## config.mk

```make
export PLATFORM = sky130hd
export DESIGN_NAME = port_irq_steer
export DESIGN_NICKNAME = d
export VERILOG_FILES = /design/src/rtl/piesr_pkg.sv /design/src/rtl/piesr_regfile.sv /design/src/rtl/piesr_merge.sv /design/src/rtl/piesr_router.sv /design/src/rtl/port_irq_steer.sv
export SDC_FILE = /design/constraint.sdc
export NUM_CORES = 1
export LEC_CHECK = 0
export CORE_AREA = 5 5 90 50
export DETAILED_ROUTE_END_ITERATION = 8
export DIE_AREA = 0 0 95 55
export PLACE_DENSITY = 0.83
export SYNTH_ARGS = -nofsm -noshare
export SYNTH_HDL_FRONTEND = slang
export SYNTH_HIERARCHICAL = 1
export SYNTH_SLANG_ARGS = --single-unit
```

## constraint.sdc

```tcl
create_clock -name clk -period 2.15 [get_ports clk]
set_input_delay 0.3225 -clock clk [delete_from_list [all_inputs] [get_ports clk]]
set_output_delay 0.3225 -clock clk [all_outputs]
set_load 0.01 [all_outputs]
```

## src/rtl/piesr_pkg.sv

```systemverilog
package piesr_pkg;
    localparam int unsigned WORD_W   = 32;
    localparam int unsigned STAT_W   = 12;
    localparam int unsigned THR_W    = 3;
    localparam int unsigned STEER_W  = 2;
    localparam int unsigned STEER_LSB = WORD_W - STEER_W;
    // enable bits live at 11 and 7:0
    localparam logic [WORD_W-1:0] ENA_MASK = 32'h0000_08FF;
endpackage

```

## src/rtl/piesr_regfile.sv

```systemverilog
module piesr_regfile
    import piesr_pkg::*;
#(
    parameter int unsigned       ADDR_W   = 16,
    parameter logic [ADDR_W-1:0] SET_ADDR = 16'h1010,
    parameter logic [ADDR_W-1:0] CLR_ADDR = 16'h1014
) (
    input  logic                clk,
    input  logic                rst_n,
    input  logic [ADDR_W-1:0]   bus_addr,
    input  logic                wr_en,
    input  logic [WORD_W-1:0]   wr_data,
    output logic [WORD_W-1:0]   rd_data,
    output logic [WORD_W-1:0]   ena_word,
    output logic [STEER_W-1:0]  steer
);
    logic hit_set, hit_clr, hit_any;
    logic [WORD_W-1:0] wr_bits;

    assign hit_set = (bus_addr == SET_ADDR);
    assign hit_clr = (bus_addr == CLR_ADDR);
    assign hit_any = hit_set || hit_clr;
    assign wr_bits = wr_data & ENA_MASK;

    always_ff @(posedge clk) begin
        if (!rst_n) begin
            ena_word <= '0;
            steer    <= '0;
        end else if (wr_en && hit_any) begin
            steer <= wr_data[STEER_LSB +: STEER_W];
            if (hit_set) ena_word <= ena_word | wr_bits;
            else         ena_word <= ena_word & ~wr_bits;
        end
    end

    always_comb begin
        rd_data = '0;
        if (hit_any) begin
            rd_data = ena_word;
            rd_data[STEER_LSB +: STEER_W] = steer;
        end
    end


    set_bits_chk: assert property (@(posedge clk) disable iff (!rst_n)
        (wr_en && hit_set) |=> ((ena_word & $past(wr_bits)) == $past(wr_bits)));

    clr_bits_chk: assert property (@(posedge clk) disable iff (!rst_n)
        (wr_en && hit_clr) |=> ((ena_word & $past(wr_bits)) == '0));

    steer_load_chk: assert property (@(posedge clk) disable iff (!rst_n)
        (wr_en && hit_any) |=> (steer == $past(wr_data[STEER_LSB +: STEER_W])));

    no_touch_chk: assert property (@(posedge clk) disable iff (!rst_n)
        !(wr_en && hit_any) |=> ($stable(ena_word) && $stable(steer)));

    rsvd_zero_chk: assert property (@(posedge clk) disable iff (!rst_n)
        (rd_data & 32'h3FFF_F700) == '0);
endmodule

```

## src/rtl/piesr_merge.sv

```systemverilog
module piesr_merge
    import piesr_pkg::*;
(
    input  logic               clk,
    input  logic               rst_n,
    input  logic [STAT_W-1:0]  status_in,
    input  logic [THR_W-1:0]   thr_hit,
    input  logic [WORD_W-1:0]  ena_word,
    output logic               port_irq
);
    logic [STAT_W-1:0] gated;

    assign gated    = status_in & ena_word[STAT_W-1:0] & ENA_MASK[STAT_W-1:0];
    assign port_irq = (|gated) || (|thr_hit);


    thr_pass_chk: assert property (@(posedge clk) disable iff (!rst_n)
        (|thr_hit) |-> port_irq);

    quiet_chk: assert property (@(posedge clk) disable iff (!rst_n)
        ((status_in & ena_word[STAT_W-1:0]) == '0 && thr_hit == '0) |-> !port_irq);
endmodule

```

## src/rtl/piesr_router.sv

```systemverilog
module piesr_router #(
    parameter int unsigned NUM_LINES = 4,
    parameter int unsigned SEL_W     = $clog2(NUM_LINES)
) (
    input  logic                 clk,
    input  logic                 rst_n,
    input  logic                 port_irq,
    input  logic [SEL_W-1:0]     steer,
    output logic [NUM_LINES-1:0] line_n
);
    for (genvar i = 0; i < NUM_LINES; i++) begin : g_line
        assign line_n[i] = !(port_irq && (steer == SEL_W'(i)));
    end


    one_line_chk: assert property (@(posedge clk) disable iff (!rst_n)
        $countones(~line_n) <= 1);

    sel_line_chk: assert property (@(posedge clk) disable iff (!rst_n)
        port_irq |-> !line_n[steer]);

    idle_lines_chk: assert property (@(posedge clk) disable iff (!rst_n)
        !port_irq |-> (&line_n));
endmodule

```

## src/rtl/port_irq_steer.sv

```systemverilog
module port_irq_steer
    import piesr_pkg::*;
#(
    parameter int unsigned       ADDR_W    = 16,
    parameter logic [ADDR_W-1:0] SET_ADDR  = 16'h1010,
    parameter logic [ADDR_W-1:0] CLR_ADDR  = 16'h1014,
    parameter int unsigned       NUM_LINES = 4
) (
    input  logic                  clk,
    input  logic                  rst_n,
    input  logic [ADDR_W-1:0]     bus_addr,
    input  logic                  wr_en,
    input  logic [31:0]           wr_data,
    output logic [31:0]           rd_data,
    input  logic [11:0]           status_in,
    input  logic [2:0]            thr_hit,
    output logic [NUM_LINES-1:0]  irq_line_n
);
    logic [WORD_W-1:0]  ena_word;
    logic [STEER_W-1:0] steer;
    logic               port_irq;

    piesr_regfile #(
        .ADDR_W  (ADDR_W),
        .SET_ADDR(SET_ADDR),
        .CLR_ADDR(CLR_ADDR)
    ) u_regs (
        .clk     (clk),
        .rst_n   (rst_n),
        .bus_addr(bus_addr),
        .wr_en   (wr_en),
        .wr_data (wr_data),
        .rd_data (rd_data),
        .ena_word(ena_word),
        .steer   (steer)
    );

    piesr_merge u_merge (
        .clk      (clk),
        .rst_n    (rst_n),
        .status_in(status_in),
        .thr_hit  (thr_hit),
        .ena_word (ena_word),
        .port_irq (port_irq)
    );

    piesr_router #(
        .NUM_LINES(NUM_LINES),
        .SEL_W    (STEER_W)
    ) u_route (
        .clk     (clk),
        .rst_n   (rst_n),
        .port_irq(port_irq),
        .steer   (steer),
        .line_n  (irq_line_n)
    );
endmodule

```

==> reports/metrics.yaml <==
floorplanning:
  num_io_pins: 102
  dieHeight_um: 55
  fp.dieW_um: 95
  num_rows: 16
  core_region_area_um2: 3684
  initial_core_util_pct: 23.47
  die_area_um2: 5225
clock_network:
  cts.path.max_buffers: 2
  hold_buffers: 0
  h-tree-depth: 1
  cts.reportedPaths.clkPinSlew_ps: 50
  cts_tree: "yes"
  numClockSinks: 11
  worstSkewPairLatency_ps: 230
  numCtsBuffers: 3
  cts-root-buf: "clkbuf_8"
power:
  p_clk_share_pct: 38.8
  sw_frac_of_total_pct: 23.06
  power_frac_comb_pct: 21.8
  p_int_mw: 0.3985
  p_leak_nw: 0.6412
  power_density_nw_per_um2: 335.4
  vdd_drop_max_mv: 0.1935
  pwr-share-seq_pct: 39.5
  switchingPower_mw: 0.1194
grt:
  first_global_vias: 884
  antenna_found_initial: 0
  grt_pass1_wl_um: 4388
  overflow: 0
  grt_start_max_net_pins: 12
  track_usage_pct: 11.13
finish:
  layout.area.seq_um2: 220.2
  multi_input_area_um2: 565.5
  num-nets-final: 226
  antenna_cells: 0
  final_common_cell: "clkdlybuf4s50_1"
  drive_gt1_share_pct: 38.36
  area_growth_pct: 78.58
  final_cell_mix: "clkdlybuf4s50_1 (26), conb_1 (21), buf_6 (12), dfxtp_1 (11)"
  fillers: 381
  fin_cells: 213
drt:
  route.detailed.drc: 0
  wl_per_cell_um: 14.13
  viasPerCell: 4.080
  firstDrtPassIters: 4
  totalWireLength_um: 3010
  drtIter0Drc: 25
  num_vias: 869
  final_antenna_net_count: 0
timing:
  hold_viol_final: 0
  max_freq_mhz: 458.6
  period_share_pct: 101.4
  tns_ps: -75.18
  slew_viol_final: 0
  relSlewSlack_pct: 63.20
  worst_pin_slew_ps: 550.3
  setup_viol: 3
  rsz0062_at_grt: "true"
  layout_setup_ws_ps: -30.79
  period_minus_slack_ps: 2181
  skew_ps: 0
  whs_ps: 549.3
worst_setup_path:
  cp.arrival_ps: 1860
  cp-startpoint: "bus_addr[9]"
  cp-start-kind: "input pin"
  path_max_fanout: 3
  path_class: "input pin to primary output"
  cp.required_ps: 1830
  cp-end-kind: "primary output"
outcome:
  violations: "negative setup slack"
  status: "finished, violations left"
placed_design:
  gp_congestion: 0.6964
  dp_hpwl_um: 2357
  io_buffers: 56
  dpl.cell_count: 201
logic_synthesis:
  syn-mean-instance-area_um2: 9.606
  synthCells: 90
  netlist_area_um2: 864.6
  yosys_warnings: 6
hold_path:
  hold_class: "flop to flop"
flow_run:
  maxCapViolCount: 0
metrics by stage:
stage | worst slack [ps] | util, % | instance area, µm² | total power [mW]
CTS | -45.99 | 41.85 | 1541 | 0.5234
detailed placement | -601.2 | 39.23 | 1445 | 0.3267
finish | -30.79 | 41.92 | 1544 | 0.5179
global placement | -582.1 | 39.23 | 1445 | 0.3246
global route | -80.06 | 41.92 | 1544 | 0.5490
floorplan | 233.1 | - | 939.7 | 0.2695
cell type report:
| type | instances | area share (%) |
|---|---|---|
| Timing Repair Buffer | 71 | 41.57 |
| Multi-Input combinational cell | 72 | 36.63 |
| Sequential cell | 11 | 14.26 |
| Tap cell | 54 | 4.376 |
| Clock buffer | 4 | 2.917 |
| Inverter | 1 | 0.2431 |
path summary, 6_finish.rpt:
path,to,slack [ps],depth (start not counted)
worst min-delay path,flop,550,2
worst max-delay path,rd_data[11],-30,8
worst max register to register,flop,1380,2
worst min register to register,flop,550,2
worst max-delay path: stages:
cell	delay (ps)
clkbuf_2	80
or4_4	550
nor4_4	320
buf_4	180
buf_6	100
buf_6	90
and2_4	130
buf_6	90
power by group through the flow:
| stage | clock network, mW | registers (mW) | logic (mW) |
|---|---|---|---|
| floorplan | 0 | 0.208 | 0.0611 |
| global placement | 0 | 0.208 | 0.116 |
| detailed placement | 0 | 0.208 | 0.118 |
| CTS | 0.207 | 0.204 | 0.112 |
| global route | 0.223 | 0.204 | 0.122 |
| finish | 0.201 | 0.204 | 0.113 |
routing by layer:
metal  routed length [µm]  track usage [%]
met1                 1264            13.53
met2                 1542            19.84
met3                  167            3.243
met4                   36            2.632
met5                    0                0
timing repair:
item	in CTS	in global routing
buffers inserted	8	0
gates resized for setup	94	16
cloned	1	0
endpoints found under the setup margin	15	10
pin swaps	8	2
Note: power is estimated with default switching activity, not from simulation.
